### config.mk
export PLATFORM = sky130hd
export DESIGN_NAME = wlane_mapper
export DESIGN_NICKNAME = d
export VERILOG_FILES = /design/src/rtl/wlm_pkg.sv /design/src/rtl/wlm_mode_reg.sv /design/src/rtl/wlm_lane_map.sv /design/src/rtl/wlm_beat_fsm.sv /design/src/rtl/wlane_mapper.sv
export SDC_FILE = /design/constraint.sdc
export NUM_CORES = 1
export LEC_CHECK = 0
export BUFFER_PORTS_ARGS = -buffer_cell sky130_fd_sc_hd__buf_2
export CORE_ASPECT_RATIO = 1.4
export CORE_MARGIN = 1.5
export CORE_UTILIZATION = 50
export CTS_CLUSTER_DIAMETER = 60
export CTS_CLUSTER_SIZE = 24
export DETAILED_ROUTE_END_ITERATION = 6
export GPL_TIMING_DRIVEN = 0
export PLACE_DENSITY = 0.85
export SLEW_MARGIN = 25
export SYNTH_ARGS = -nofsm -noshare
export SYNTH_HDL_FRONTEND = slang
export SYNTH_SLANG_ARGS = --single-unit
export TNS_END_PERCENT = 100
### constraint.sdc
create_clock -name clk -period 2.8 [get_ports clk]
set_input_delay 0.14 -clock clk [delete_from_list [all_inputs] [get_ports clk]]
set_output_delay 0.14 -clock clk [all_outputs]
set_load 0.05 [all_outputs]
### src/rtl/wlm_pkg.sv
package wlm_pkg;
    localparam int unsigned BUS_W   = 64;
    localparam int unsigned LANES   = BUS_W / 8;
    localparam int unsigned OFF_W   = $clog2(LANES);
    localparam int unsigned CNT_W   = 7;
    localparam int unsigned BEAT_W  = CNT_W - OFF_W + 1;
    localparam int unsigned CFG_W   = 32;

    // register write bit positions
    localparam int unsigned WB_SET_UP  = 13;
    localparam int unsigned WB_CLR_UP  = 12;
    localparam int unsigned WB_CLR_DP  = 11;
    localparam int unsigned WB_SET_EX  = 10;
    localparam int unsigned WB_CLR_EX  = 9;
    localparam int unsigned WB_SET_RP  = 8;
    localparam int unsigned WB_CLR_RP  = 7;

    typedef enum logic [0:0] {
        ST_IDLE  = 1'b0,
        ST_BURST = 1'b1
    } wlm_state_e;

    function automatic logic set_clr(input logic cur, input logic s, input logic c);
        if (s && !c)
            return 1'b1;
        else if (c && !s)
            return 1'b0;
        else
            return cur;
    endfunction
endpackage

### src/rtl/wlm_mode_reg.sv
module wlm_mode_reg
    import wlm_pkg::*;
(
    input  logic             clk,
    input  logic             rst_n,
    input  logic             cfg_we,
    input  logic [CFG_W-1:0] cfg_wdata,
    input  logic             rpt_done,
    output logic             upper_q,
    output logic             extra_q,
    output logic             rpt_q,
    output logic [CNT_W-1:0] count_q,
    output logic             dp_clr_q
);
    logic rpt_base;
    logic upper_d, extra_d, rpt_d;
    logic unused_hi;

    assign unused_hi = ^cfg_wdata[CFG_W-1:WB_SET_UP+1];

    always_comb begin
        rpt_base = rpt_done ? 1'b0 : rpt_q;
        upper_d  = upper_q;
        extra_d  = extra_q;
        rpt_d    = rpt_base;
        if (cfg_we) begin
            upper_d = set_clr(upper_q,  cfg_wdata[WB_SET_UP], cfg_wdata[WB_CLR_UP]);
            extra_d = set_clr(extra_q,  cfg_wdata[WB_SET_EX], cfg_wdata[WB_CLR_EX]);
            rpt_d   = set_clr(rpt_base, cfg_wdata[WB_SET_RP], cfg_wdata[WB_CLR_RP]);
        end
    end

    always_ff @(posedge clk) begin
        if (!rst_n) begin
            upper_q  <= 1'b0;
            extra_q  <= 1'b0;
            rpt_q    <= 1'b0;
            count_q  <= '0;
            dp_clr_q <= 1'b0;
        end else begin
            upper_q  <= upper_d;
            extra_q  <= extra_d;
            rpt_q    <= rpt_d;
            dp_clr_q <= cfg_we & cfg_wdata[WB_CLR_DP];
            if (cfg_we)
                count_q <= cfg_wdata[CNT_W-1:0];
        end
    end


    upper_pair_hold_chk: assert property (@(posedge clk) disable iff (!rst_n)
        (cfg_we && cfg_wdata[WB_SET_UP] && cfg_wdata[WB_CLR_UP]) |=> $stable(upper_q));

    extra_set_chk: assert property (@(posedge clk) disable iff (!rst_n)
        (cfg_we && cfg_wdata[WB_SET_EX] && !cfg_wdata[WB_CLR_EX]) |=> extra_q);

    rpt_autoclear_chk: assert property (@(posedge clk) disable iff (!rst_n)
        (rpt_done && !cfg_we) |=> !rpt_q);

    dp_pulse_chk: assert property (@(posedge clk) disable iff (!rst_n)
        dp_clr_q |=> !dp_clr_q || $past(cfg_we));
endmodule

### src/rtl/wlm_lane_map.sv
module wlm_lane_map
    import wlm_pkg::*;
(
    input  logic [OFF_W-1:0]  addr,
    input  logic              dw,
    input  logic [BUS_W-1:0]  data,
    input  logic              upper,
    input  logic              rpt,
    input  logic [CNT_W-1:0]  count,
    output logic [BUS_W-1:0]  pattern,
    output logic [LANES-1:0]  first_mask,
    output logic [LANES-1:0]  last_mask,
    output logic [BEAT_W-1:0] beats
);
    localparam int unsigned HALF = BUS_W / 2;

    logic [OFF_W-1:0] end_off;
    logic [LANES-1:0] rp_first, rp_last;
    logic             lower_half;

    assign end_off = addr + count[OFF_W-1:0];

    // lane k (mask bit LANES-1-k) compared against the offsets
    for (genvar k = 0; k < LANES; k++) begin : g_lane
        assign rp_first[LANES-1-k] = (k >= int'(addr));
        assign rp_last[LANES-1-k]  = (k <= int'(end_off));
    end

    assign lower_half = addr[OFF_W-1] & ~upper;

    always_comb begin
        if (rpt) begin
            pattern    = dw ? data : {data[HALF-1:0], data[HALF-1:0]};
            first_mask = rp_first;
            last_mask  = rp_last;
            beats      = BEAT_W'(count[CNT_W-1:OFF_W]) + BEAT_W'(1);
        end else if (dw) begin
            pattern    = data;
            first_mask = '1;
            last_mask  = '1;
            beats      = BEAT_W'(1);
        end else begin
            pattern    = lower_half ? {{HALF{1'b0}}, data[HALF-1:0]}
                                    : {data[HALF-1:0], {HALF{1'b0}}};
            first_mask = lower_half ? {{(LANES/2){1'b0}}, {(LANES/2){1'b1}}}
                                    : {{(LANES/2){1'b1}}, {(LANES/2){1'b0}}};
            last_mask  = '1;
            beats      = BEAT_W'(1);
        end
    end
endmodule

### src/rtl/wlm_beat_fsm.sv
module wlm_beat_fsm
    import wlm_pkg::*;
(
    input  logic              clk,
    input  logic              rst_n,
    input  logic              req_valid,
    output logic              req_ready,
    input  logic [BUS_W-1:0]  ld_pattern,
    input  logic [LANES-1:0]  ld_first,
    input  logic [LANES-1:0]  ld_last,
    input  logic [BEAT_W-1:0] ld_beats,
    input  logic              ld_rpt,
    input  logic              ld_ext_en,
    input  logic [3:0]        ld_ext,
    output logic              bus_valid,
    input  logic              bus_ready,
    output logic [BUS_W-1:0]  bus_data,
    output logic [LANES-1:0]  bus_mask,
    output logic [BEAT_W-1:0] bus_beats,
    output logic              bus_last,
    output logic              bus_extra_en,
    output logic [3:0]        bus_extra,
    output logic              rpt_done
);
    wlm_state_e        state_q, state_d;
    logic [BEAT_W-1:0] beat_q, beats_q;
    logic [BUS_W-1:0]  pat_q;
    logic [LANES-1:0]  first_q, last_q;
    logic              rpt_q, ext_en_q;
    logic [3:0]        ext_q;
    logic              accept, fire, at_last;

    assign accept  = (state_q == ST_IDLE) && req_valid;
    assign fire    = (state_q == ST_BURST) && bus_ready;
    assign at_last = (beat_q == beats_q - BEAT_W'(1));

    // state register
    always_ff @(posedge clk) begin
        if (!rst_n)
            state_q <= ST_IDLE;
        else
            state_q <= state_d;
    end

    // transitions
    always_comb begin
        state_d = state_q;
        unique case (state_q)
            ST_IDLE:  if (accept) state_d = ST_BURST;
            ST_BURST: if (fire && at_last) state_d = ST_IDLE;
            default:  state_d = ST_IDLE;
        endcase
    end

    // transfer descriptor and beat counter
    always_ff @(posedge clk) begin
        if (!rst_n) begin
            beat_q   <= '0;
            beats_q  <= BEAT_W'(1);
            pat_q    <= '0;
            first_q  <= '0;
            last_q   <= '0;
            rpt_q    <= 1'b0;
            ext_en_q <= 1'b0;
            ext_q    <= '0;
        end else if (accept) begin
            beat_q   <= '0;
            beats_q  <= ld_beats;
            pat_q    <= ld_pattern;
            first_q  <= ld_first;
            last_q   <= ld_last;
            rpt_q    <= ld_rpt;
            ext_en_q <= ld_ext_en;
            ext_q    <= ld_ext;
        end else if (fire && !at_last) begin
            beat_q <= beat_q + BEAT_W'(1);
        end
    end

    // outputs
    always_comb begin
        req_ready    = 1'b0;
        bus_valid    = 1'b0;
        bus_mask     = '0;
        rpt_done     = 1'b0;
        unique case (state_q)
            ST_IDLE: req_ready = 1'b1;
            ST_BURST: begin
                bus_valid = 1'b1;
                bus_mask  = (beat_q == '0 ? first_q : {LANES{1'b1}})
                          & (at_last ? last_q : {LANES{1'b1}});
                rpt_done  = bus_ready & at_last & rpt_q;
            end
            default: ;
        endcase
        bus_data     = pat_q;
        bus_beats    = beats_q;
        bus_last     = bus_valid & at_last;
        bus_extra_en = bus_valid & ext_en_q;
        bus_extra    = ext_q;
    end


    ready_valid_excl_chk: assert property (@(posedge clk) disable iff (!rst_n)
        !(req_ready && bus_valid));

    stall_hold_chk: assert property (@(posedge clk) disable iff (!rst_n)
        (bus_valid && !bus_ready) |=> (bus_valid && $stable(bus_data) && $stable(bus_mask)));

    beat_bound_chk: assert property (@(posedge clk) disable iff (!rst_n)
        bus_valid |-> (beat_q < bus_beats));

    first_beat_chk: assert property (@(posedge clk) disable iff (!rst_n)
        (req_valid && req_ready) |=> (bus_valid && beat_q == '0));
endmodule

### src/rtl/wlane_mapper.sv
module wlane_mapper
    import wlm_pkg::*;
(
    input  logic         clk,
    input  logic         rst_n,
    input  logic         cfg_we,
    input  logic [31:0]  cfg_wdata,
    output logic [31:0]  cfg_rdata,
    output logic         dp_irq_clr,
    input  logic         req_valid,
    output logic         req_ready,
    input  logic [2:0]   req_addr,
    input  logic         req_dw,
    input  logic [63:0]  req_data,
    output logic         bus_valid,
    input  logic         bus_ready,
    output logic [63:0]  bus_data,
    output logic [7:0]   bus_mask,
    output logic [4:0]   bus_beats,
    output logic         bus_last,
    output logic         bus_extra_en,
    output logic [3:0]   bus_extra
);
    logic             upper_q, extra_q, rpt_q, rpt_done;
    logic [CNT_W-1:0] count_q;
    logic [BUS_W-1:0] map_pattern;
    logic [LANES-1:0] map_first, map_last;
    logic [BEAT_W-1:0] map_beats;

    wlm_mode_reg u_mode (
        .clk      (clk),
        .rst_n    (rst_n),
        .cfg_we   (cfg_we),
        .cfg_wdata(cfg_wdata),
        .rpt_done (rpt_done),
        .upper_q  (upper_q),
        .extra_q  (extra_q),
        .rpt_q    (rpt_q),
        .count_q  (count_q),
        .dp_clr_q (dp_irq_clr)
    );

    assign cfg_rdata = {{(CFG_W-CNT_W-3){1'b0}}, upper_q, extra_q, rpt_q, count_q};

    wlm_lane_map u_map (
        .addr      (req_addr),
        .dw        (req_dw),
        .data      (req_data),
        .upper     (upper_q),
        .rpt       (rpt_q),
        .count     (count_q),
        .pattern   (map_pattern),
        .first_mask(map_first),
        .last_mask (map_last),
        .beats     (map_beats)
    );

    wlm_beat_fsm u_fsm (
        .clk         (clk),
        .rst_n       (rst_n),
        .req_valid   (req_valid),
        .req_ready   (req_ready),
        .ld_pattern  (map_pattern),
        .ld_first    (map_first),
        .ld_last     (map_last),
        .ld_beats    (map_beats),
        .ld_rpt      (rpt_q),
        .ld_ext_en   (extra_q & ~req_dw),
        .ld_ext      (req_data[3:0]),
        .bus_valid   (bus_valid),
        .bus_ready   (bus_ready),
        .bus_data    (bus_data),
        .bus_mask    (bus_mask),
        .bus_beats   (bus_beats),
        .bus_last    (bus_last),
        .bus_extra_en(bus_extra_en),
        .bus_extra   (bus_extra),
        .rpt_done    (rpt_done)
    );
endmodule

# == Word level (Yosys, flattened, before mapping) ==
# Cells that the tools add are included.
# totals
reg_bits,108
inputBits,105
out_inout_bits,118
wordCells,94
# op_classes
n_addsub,4
magnitude_cmp,14
eq_ne,1
n_mux,26
bitwise_logic,12
n_reduce_logical,23
# ops
cell,count
$mux 64,4
$mux 8,6
$mux 1,13
$le 3x3->1 const A,4
$logic_and 1x1->1,10
$ge 3x3->1 const A,3
$and 8x8->8,1
$and 1x1->1,7
$logic_not 1->1,7
$mux 7,1
$ge 1x3->1 const A,2
$ge 2x3->1 const A,2
$le 2x3->1 const A,2
$add 4x1->5 const B,1
$add 5x1->5 const B,1
$eq 5x5->1,1
$logic_not 5->1,1
$mux 5,1
$sub 5x1->5 const B,1
$not 1->1,4
$reduce_and 2->1,2
$reduce_bool 2->1,2
$add 3x3->3,1
$le 1x3->1 const A,1
2 further kinds,2

# == Longest topological paths before layout ==
# Gate-level depths: netlist (run 1).
# depth
ltp_word,9
ltp_mapped,7
mapped_depth_nobuf,7

# == Modules after synthesis ==
# A second synthesis (run 1) with hierarchy kept.
# hier_totals
cells_unflattened,724
area_unflattened_um2,5576.6
# modules_own_cells
module,n_inst,cells_per_inst,area_per_inst_um2,seq_area_each_um2
wlm_beat_fsm,1,468,3930.0,1941.9
wlm_lane_map,1,185,963.4,0.0
wlm_mode_reg,1,44,478.0,220.2
wlane_mapper,1,27,205.2,0.0

# == Worst setup path before layout (run 1) ==
# No wires, ideal clock.
# synth_path
path_kind,reg-to-output
startpoint,"register u_fsm.beats_q[0], in the netlist u_fsm.bus_beats[0]"
endpoint,output bus_last
arrival_ns,2.452
required_time_ns,2.660
path_slack_ns,0.208
path_stages_with_launch,8
n_path_buf,1
cell_sequence,dfxtp_1 -> inv_1 -> ha_1 -> xnor2_1 -> a211oi_2 -> o311ai_4 -> buf_6 -> nor2_1
# synth_between
elab_chain_len,3
# synth_lines
element,line_no,text
from (decl),wlm_beat_fsm.sv:26,"logic [BEAT_W-1:0] beat_q, beats_q;"
from (signal assigned),wlm_beat_fsm.sv:68,beats_q <= ld_beats;
$sub 5x1->5,wlm_beat_fsm.sv:35,assign at_last = (beat_q == beats_q - BEAT_W'(1));
$eq 5x5->1,wlm_beat_fsm.sv:35,
$and 1x1->1,wlm_beat_fsm.sv:98,bus_last = bus_valid & at_last;
to (decl),wlane_mapper.sv:20,"output logic bus_last,"
# Every way passes these cells.

# == Final worst setup path (run 1) ==
# layout_path
startpoint,"register u_fsm.beats_q[0], in the netlist u_fsm.bus_beats[0]"
endpoint,output bus_mask[5]
# layout_between
elab_chain_len,5
# layout_lines
element,line_no,text
$sub 5x1->5,wlm_beat_fsm.sv:35,
$eq 5x5->1,wlm_beat_fsm.sv:35,
$mux 8,wlm_beat_fsm.sv:91,& (at_last ? last_q : {LANES{1'b1}});
$and 8x8->8,wlm_beat_fsm.sv:91,
$mux 8,wlm_beat_fsm.sv:86,unique case (state_q)
to (decl),wlane_mapper.sv:18,"output logic [7:0] bus_mask,"
# Every way passes these cells.

==> run summary, run 1 <==
• **main combinational cell family by area after synthesis** compound AO/OA/AOI/OAI gates
• **critical-path cell list** inv_1 -> ha_1 -> xnor2_1 -> a211oi_2 -> o311ai_4 -> buf_6 -> o221a_1 -> buf_2
• **Internal Dissipation** 2.61 mW
• **Max Fclk** 383 MHz
• **post-route DRC violation count** 0
• **logic depth of the worst path, buffers included** 8
• **antenna-violating nets left** 0
• **switching power total** 1.29 mW
• **Pre-antenna DRT Iters** 4
• **time the final worst path needs with I/O delays and setup** 2610 ps
• **actual transition at the worst max-transition pin** 743 ps
• **result of the run** completed
• **required time at the endpoint of the critical path** 2660 ps
• **share of cells above drive strength 1** 34.2%
• **core area** 9030 sq um
• **nets** 804
• **category of the most critical setup path** flop to output port
• **master of the slowest instance on the critical path** dfxtp_1
• **setup repair after global routing missed its margin** false
• **wire length of the first global-routing pass** 21.2 mm
• **number of warnings printed during yosys synthesis** 0
• **number of cells traversed by the worst register-to-register path** 7
• **Remaining Overflow, GRT** 0
• **xor-xnor portion of the synthesized cell area** 2.06%
• **via count** 4,489
• **count of hold-fix buffers inserted at cts** 0
• **adder-cell area share of the yosys netlist** 2.31%
• **PostCTS Resize Cnt** 0
• **number of ports placed on the die boundary** 223
• **max-slew violations** 0
• **post-DR vias/cell** 5.59
• **count of different cell masters after synthesis** 45
• **Routed WL per cell** 16.5 um
• **sink count of the clock tree** 108
• **final setup TNS** 0 ps
• **worst supply voltage drop on vdd** 0.531 mV
• **nature of the critical path endpoint** output port
• **Maximum Capacitance Violations** 0
• **floorplan die area** 9930 sq um
• **synthesized-area fraction occupied by ao, oa, aoi and oai cells** 21.1%
• **TritonCTS clock tree** built
• **switching share of total power** 33.2%
• **critical path peak fanout** 10
• **pin count of the biggest net entering global routing** 20
• **number of global-route vias before repair** 4,438
• **combinational group share of total power** 22.9%
• **chip width** 84.7 um
• **number of diodes added for antenna fixing** 0
• **mapped cell area** 4670 sq um
• **synthesized area divided by synthesized cell count** 9.75 sq um
• **maximum level of the CTS H-tree** 3
• **fraction of power consumed by sequential logic** 43.6%
• **insertion delay of the later-clocked pin in the worst-skew pair** 350 ps
• **Clk network pwr share** 33.5%
• **critical path data arrival time** 2470 ps
• **clock slew at reported path FFs** 80 ps
• **GR Util All Layers** 26.8%
• **count of mapped cells out of synthesis** 479
• **final RePlAce weighted congestion** 0.891
• **drt first-iter violations** 199
• **area share of and/or/nand/nor cells after synthesis** 17.1%
• **CP max stage delay** 440 ps
• **flops & latches, synth** 108
• **number of endpoints failing setup at the final stage** 0
• **worst-case hold slack** 17.9 ps
• **Die Ht** 117 um
• **buffering stage count on the worst path with inverters included** 3
• **Worst path top cell family by delay** compound AO/OA/AOI/OAI gates
• **number of clock buffers inserted by TritonCTS** 9
• **# Post-CTS Setup Buffers** 0
• **multiplexer share of the synthesized area** 2.57%
• **total instance count after detailed placement** 787
• **initial antenna violation count** 0
• **area delta synth->final** 30.4%
• **number of core rows** 41
• **clock root buffer master** clkbuf_16
• **Detailed Place HPWL** 10.1 mm
• **type of origin of the critical path** flop
• **initial standard-cell utilization of the core** 51.7%
• **static power due to leakage** 2.99 nW
• **P per Cell Area** 641 nW/um^2
• **Worst Hold Class** primary input to flop
• **number of standard cells in the layout, taps in and fillers out** 803
• **worst setup slack after layout** 188 ps
• **buffer levels on the longest clock path** 2
• **largest clock skew in the final design** 6.52 ps
• **final routed wirelength across all metal layers** 13.2 mm
• **worst hold path cell count** 2
• **total count of hold-check failures in the final report** 0
• **sequential cell area fraction in the yosys report** 46.3%
• **post-layout power** 3.90 mW
• **final critical-path share of the clock period** 93.3%
• **Relative slew margins** 50.4%
• **pre-CTS WS** 569 ps
• **Port Buffer Count** 180
-- power groups by stage --
stage / Clock [mW] / Combinational (mW) / Sequential (mW)
final: 1.31 / 0.893 / 1.70
after global routing: 1.39 / 0.950 / 1.71
after CTS: 1.32 / 0.892 / 1.70
after detailed placement: 0 / 0.889 / 1.73
after global placement: 0 / 0.875 / 1.73
after floorplan: 0 / 0.376 / 2.00
-- registers in the layout, summed over array words and instances (netlist names) --
signal / flops
u_fsm.ext_en_q: 1
u_fsm.state_q: 1
u_fsm.rpt_q: 1
u_fsm.last_q: 8
u_fsm.bus_extra: 4
u_mode.rpt_q: 1
u_mode.extra_q: 1
u_mode.upper_q: 1
u_mode.count_q: 7
u_fsm.bus_beats: 5
u_fsm.first_q: 8
u_fsm.beat_q: 5
u_mode.dp_clr_q: 1
u_fsm.bus_data: 64
-- layout by cell type, fill, tap and decap left out, drive strengths merged, types with 4 or more instances in the layout --
cell,instances
inv,14
xnor2,6
nor2,43
conb,22
dfxtp,108
a21boi,10
buf,223
clkbuf,29
nor3b,34
nand2,29
a22o,37
o21ai,11
mux2i,12
nand4,4
and2,6
a221oi,32
ha,7
nand3,7
nor2b,15
o221a,9
xor2,5
-- cell usage after synthesis --
| master | count | share of area, % |
|---|---|---|
| o221a_1 | 8 | 1.9 |
| o32ai_1 | 1 | 0.19 |
| nand3b_1 | 2 | 0.32 |
| or4b_1 | 1 | 0.21 |
| nand3_1 | 7 | 0.75 |
| nor3b_1 | 34 | 5.5 |
| nand2b_1 | 2 | 0.27 |
| a21oi_1 | 3 | 0.32 |
| conb_1 | 1 | 0.080 |
| a211oi_1 | 1 | 0.16 |
| nor3_1 | 3 | 0.32 |
| dfxtp_1 | 108 | 46 |
| a21o_1 | 2 | 0.32 |
| nor2_1 | 43 | 3.5 |
| buf_6 | 1 | 0.24 |
| a21boi_0 | 9 | 1.4 |
| ha_1 | 7 | 1.9 |
| and3_1 | 2 | 0.27 |
| buf_1 | 4 | 0.32 |
| a211oi_2 | 1 | 0.27 |
| o21a_1 | 3 | 0.48 |
| xor2_1 | 5 | 0.94 |
| o221a_2 | 1 | 0.24 |
| o311ai_4 | 1 | 0.56 |
| nor2b_1 | 15 | 2.0 |
| a21boi_1 | 1 | 0.16 |
| a22o_1 | 37 | 6.9 |
| mux2i_1 | 12 | 2.6 |
| o211ai_1 | 1 | 0.16 |
| nand2_1 | 29 | 2.3 |
| o21ai_0 | 11 | 1.2 |
| nand4bb_1 | 1 | 0.24 |
| o211a_1 | 2 | 0.43 |
| inv_1 | 10 | 0.80 |
| buf_4 | 25 | 4.0 |
| fa_1 | 1 | 0.43 |
| buf_2 | 13 | 1.4 |
| a221oi_1 | 32 | 6.0 |
| o311a_1 | 1 | 0.21 |
| nand4_1 | 4 | 0.54 |
| clkbuf_1 | 20 | 1.6 |
| a31oi_1 | 1 | 0.13 |
| xnor2_1 | 6 | 1.1 |
| and2_1 | 6 | 0.80 |
| nor4_1 | 1 | 0.13 |
-- layer usage --
layer | track usage [%] | routed length, um | vias to the layer above
li1 | - | - | 2116
met1 | 29.4 | 4960 | 2121
met2 | 47.2 | 6930 | 217
met3 | 5.91 | 912 | 35
met4 | 14.7 | 435 | 0
met5 | 0 | 0 | -
-- final timing paths --
kind | start | end | slack (ps)
worst max-delay path | u_fsm.bus_beats[0] | bus_mask[5] | 190
worst min-delay path | req_data[13] | u_fsm.bus_data[13] | 20
worst max register to register | u_fsm.bus_beats[0] | u_fsm.state_q | 830
worst min register to register | u_fsm.bus_extra[0] | u_fsm.bus_extra[0] | 470
-- stage by stage --
stage / util (%) / area [sq um]
floorplan: - / 4750
global placement: 64.0 / 5780
detailed placement: 64.0 / 5780
CTS: 67.4 / 6090
global route: 67.4 / 6090
finish: 67.4 / 6090
-- final cells by class --
class / count / area (sq um)
Buffer: 63 / 354
Sequential cell: 108 / 2160
Multi-Input combinational cell: 319 / 2190
Tap cell: 107 / 134
Timing Repair Buffer: 180 / 901
Fill cell: 744 / 2940
Clock inverter: 7 / 80.1
Clock buffer: 9 / 225
Inverter: 10 / 37.5
-- logic make-up (layout without fill, tap and decap cells) --
group	count (synthesis)	in the layout
compound gates	116	116
xor+xnor	11	11
fa+ha+maj	8	8
buf+inv	73	269
flops	108	108
mux	12	12
other cells	1	22
simple gates	150	150
Note: power is estimated with default switching activity, not from simulation.
==> run 2: changes to the inputs <==
--- a/config.mk
+++ b/config.mk
@@ -5,15 +5,18 @@
 export SDC_FILE = /design/constraint.sdc
 export NUM_CORES = 1
 export LEC_CHECK = 0
+export ABC_AREA = 1
 export BUFFER_PORTS_ARGS = -buffer_cell sky130_fd_sc_hd__buf_2
+export CAP_MARGIN = 20
 export CORE_ASPECT_RATIO = 1.4
 export CORE_MARGIN = 1.5
 export CORE_UTILIZATION = 50
 export CTS_CLUSTER_DIAMETER = 60
 export CTS_CLUSTER_SIZE = 24
 export DETAILED_ROUTE_END_ITERATION = 6
+export GPL_ROUTABILITY_DRIVEN = 1
 export GPL_TIMING_DRIVEN = 0
-export PLACE_DENSITY = 0.85
+export PLACE_DENSITY = 0.86
 export SLEW_MARGIN = 25
 export SYNTH_ARGS = -nofsm -noshare
 export SYNTH_HDL_FRONTEND = slang
==> run summary, run 2 <==
• **number of ports placed on the die boundary** 223, unchanged
• **clock slew at reported path FFs** 70 ps, about the same
• **actual transition at the worst max-transition pin** 884 ps, +140 ps
• **core area** 9030 sq um, unchanged
• **share of Yosys cell area claimed by the top area cell type** 46.5%, +0.21 points
• **PostCTS Resize Cnt** 0, unchanged
• **chip width** 84.5 um, -0.22%
• **clock root buffer master** clkbuf_16
• **critical path peak fanout** 10, unchanged
• **Maximum Capacitance Violations** 0, unchanged
• **register cell area after layout** 2160 sq um, unchanged
• **total instance count after detailed placement** 886, +13%
• **number of core rows** 41, unchanged
• **final instance area** 6030 sq um, -0.86%
• **P per Cell Area** 619 nW/um^2, -3.3%
• **wire length of the first global-routing pass** 20.5 mm, -3.5%
• **beginning of the worst hold path** cfg_wdata[11]
• **most common library cell in the layout ignoring fill and taps** buf_2
• **Detailed Place HPWL** 10.2 mm, +0.34%
• **mapped cell area** 4650 sq um, -0.46%
• **dominant register cell in the synthesized netlist** dfxtp_1
• **DP Area** 5760 sq um, -0.37%
• **Async S/R FF share, synth** 0%, unchanged
• **maximum level of the CTS H-tree** 3, unchanged
• **nature of the critical path endpoint** output port
• **post-route DRC violation count** 0, unchanged
• **number of warnings printed during yosys synthesis** 0, unchanged
• **type of origin of the critical path** flop
• **sequential cell area fraction in the yosys report** 46.5%, +0.21 points
• **post-DR vias/cell** 5.22, -6.6%
• **drt first-iter violations** 258, +30%
• **number of synthesized flops with an enable pin** 0, unchanged
• **time the final worst path needs with I/O delays and setup** 2430 ps, -178 ps
• **number of standard cells in the layout, taps in and fillers out** 902, +12%
• **final setup TNS** 0 ps, unchanged
• **count of mapped cells out of synthesis** 578, +21%
• **area delta synth->final** 29.9%
• **initial standard-cell utilization of the core** 51.5%, -0.24 points
• **sink count of the clock tree** 108, unchanged
• **Relative slew margins** 40.6%, -9.8 points
• **top area cells in the synthesized netlist** dfxtp_1 (47%), o21ai_0 (8.6%), nand2_1 (7.1%), a22o_1 (5.3%), a21oi_1 (4.3%)
• **CP max stage delay** 360 ps, -80 ps
• **floorplan die area** 9890 sq um, -0.45%
• **number of diodes added for antenna fixing** 0, unchanged
• **setup repair after global routing missed its margin** false
• **insertion delay of the later-clocked pin in the worst-skew pair** 350 ps, about the same
• **Remaining Overflow, GRT** 0, unchanged
• **worst supply voltage drop on vdd** 0.429 mV, -19%
• **via count** 4,711, +4.9%
• **TritonCTS clock tree** built
• **pin count of the biggest net entering global routing** 19, -5.0%
• **Die Ht** 117 um, -0.22%
• **Routed WL per cell** 14.6 um, -11%
• **Pre-antenna DRT Iters** 5, +1
• **static power due to leakage** 3.12 nW, +4.3%
• **Max Fclk** 411 MHz, +7.3%
• **nets** 903, +12%
• **number of clock buffers inserted by TritonCTS** 9, unchanged
• **result of the run** completed
• **initial antenna violation count** 0, unchanged
• **count of hold-fix buffers inserted at cts** 0, unchanged
• **number of endpoints failing setup at the final stage** 0, unchanged
• **largest clock skew in the final design** 6.41 ps, -0.114 ps
• **share of cells above drive strength 1** 31.3%, -2.9 points
• **worst hold path cell count** 3, +1
• **max-slew violations** 0, unchanged
• **endpoint of the lowest-slack register-to-register path** u_fsm.last_q[6]
• **master of the slowest instance on the critical path** dfxtp_1
• **critical path data arrival time** 2290 ps, -180 ps
• **worst-case hold path end point** u_mode.dp_clr_q
• **combined area of the multi-input logic cells** 2010 sq um, -8.2%
• **final critical-path share of the clock period** 86.9%, -6.4 points
• **required time at the endpoint of the critical path** 2660 ps, about the same
• **buffering stage count on the worst path with inverters included** 5, +2
• **Worst Hold Class** primary input to flop
• **post-synthesis cell type with the largest combined area** dfxtp_1
• **flops & latches, synth** 108, unchanged
• **category of the most critical setup path** flop to output port
• **final RePlAce weighted congestion** 0.935, +5.0%
• **dominant cell by count in the synthesized netlist** dfxtp_1
• **GR Util All Layers** 26.1%, -0.72 points
• **number of global-route vias before repair** 4,403, -0.79%
• **antenna-violating nets left** 0, unchanged
• **post-layout power** 3.74 mW, -4.2%
• **final routed wirelength across all metal layers** 13.2 mm, -0.37%
• **most instantiated cells after synthesis** dfxtp_1 (108), nand2_1 (88), o21ai_0 (80), inv_1 (48), nor2_1 (48)
• **number of fill cells in the layout** 726, -2.4%
• **number of flip-flops under the largest register name** 64, unchanged
• **total count of hold-check failures in the final report** 0, unchanged
• **Worst path top cell family by delay** buffers and inverters
• **synthesized area divided by synthesized cell count** 8.04 sq um, -18%
• **critical-path cell list** inv_1 -> ha_1 -> inv_1 -> nand2_1 -> nand2_1 -> nor2_1 -> nand2_1 -> nor2_1 -> nand2_2 -> buf_6 -> o211ai_1 -> inv_1 -> buf_2
• **launch instance of the worst register-to-register path** u_mode.count_q[0]
• **number of cells traversed by the worst register-to-register path** 7, unchanged
• **count of different cell masters after synthesis** 36, -20%
• **buffer levels on the longest clock path** 2, unchanged
• **Port Buffer Count** 180, unchanged
• **most used cells in the layout excluding fill and tap cells** buf_2 (191), dfxtp_1 (108), nand2_1 (88)
• **slack of the worst reg-to-reg path** 930 ps, +100 ps
• **# Post-CTS Setup Buffers** 0, unchanged
• **worst-case hold slack** 11.2 ps, -6.68 ps
run 2: cell types whose count changed after synthesis, sizes merged, moves of 10 or more:
cell	delta
nor3b	-34
nand2	+61
a221oi	-31
inv	+45
a21boi	-10
o21ai	+77
mux2i	-12
a21oi	+37
nor2b	-15
run 2: power by group:
part           total (mW)  switching, mW  internal, mW
registers            1.69         0.0579          1.64
logic               0.857          0.625         0.232
clock network        1.19          0.577         0.608
total                3.74           1.26          2.48
run 2: kinds of logic after synthesis:
group | synth area share (%)
adder cells (fa/ha/maj) | 2.32
flip-flops | 46.5
buffers and inverters | 11.8
XOR/XNOR | 1.32
other | 0.0807
AO/OA/AOI/OAI | 23.0
AND/OR/NAND/NOR | 14.9
run 2: worst max-delay path by stage:
stage                             from          end  slack, ps  depth (start not counted)
floorplan           u_fsm.bus_beats[0]     bus_last        300                         11
global placement    u_fsm.bus_beats[0]  bus_mask[7]        760                         13
detailed placement     u_fsm.beat_q[0]  bus_mask[0]        750                          8
CTS                 u_fsm.bus_beats[0]  bus_mask[7]        370                         13
global route        u_fsm.bus_beats[0]  bus_mask[3]        190                         13
finish              u_fsm.bus_beats[0]  bus_mask[2]        370                         13
run 2: worst register-to-register path, cell delays in order, from the launching register on:
cell      delay, ps
dfxtp_1         320
ha_1            210
fa_1            400
xnor2_1         200
xor2_1          280
nand3b_1        140
o21ai_0         170
inv_1            50
run 2: cell type report:
| type | count | area share, % |
|---|---|---|
| clock buffer | 9 | 3.73 |
| tap | 107 | 2.22 |
| sequential | 108 | 35.8 |
| buffer | 55 | 5.70 |
| multi-input combinational | 381 | 33.4 |
| clock inverter | 7 | 0.809 |
| inverter | 55 | 3.42 |
| timing repair buffer | 180 | 14.9 |
run 2: per-stage QoR:
step	setup WS [ps]	util [%]
floorplan	296	-
global placement	762	63.8
detailed placement	755	63.8
CTS	372	66.8
global route	186	66.8
finish	366	66.8
run 2: per-layer routing:
metal,track usage [%],vias to the layer above,routed length [um]
met5,0,-,0
met4,12.0,0,372
met3,6.59,31,1010
met2,49.3,198,6940
met1,27.2,2170,4860
li1,-,2312,-
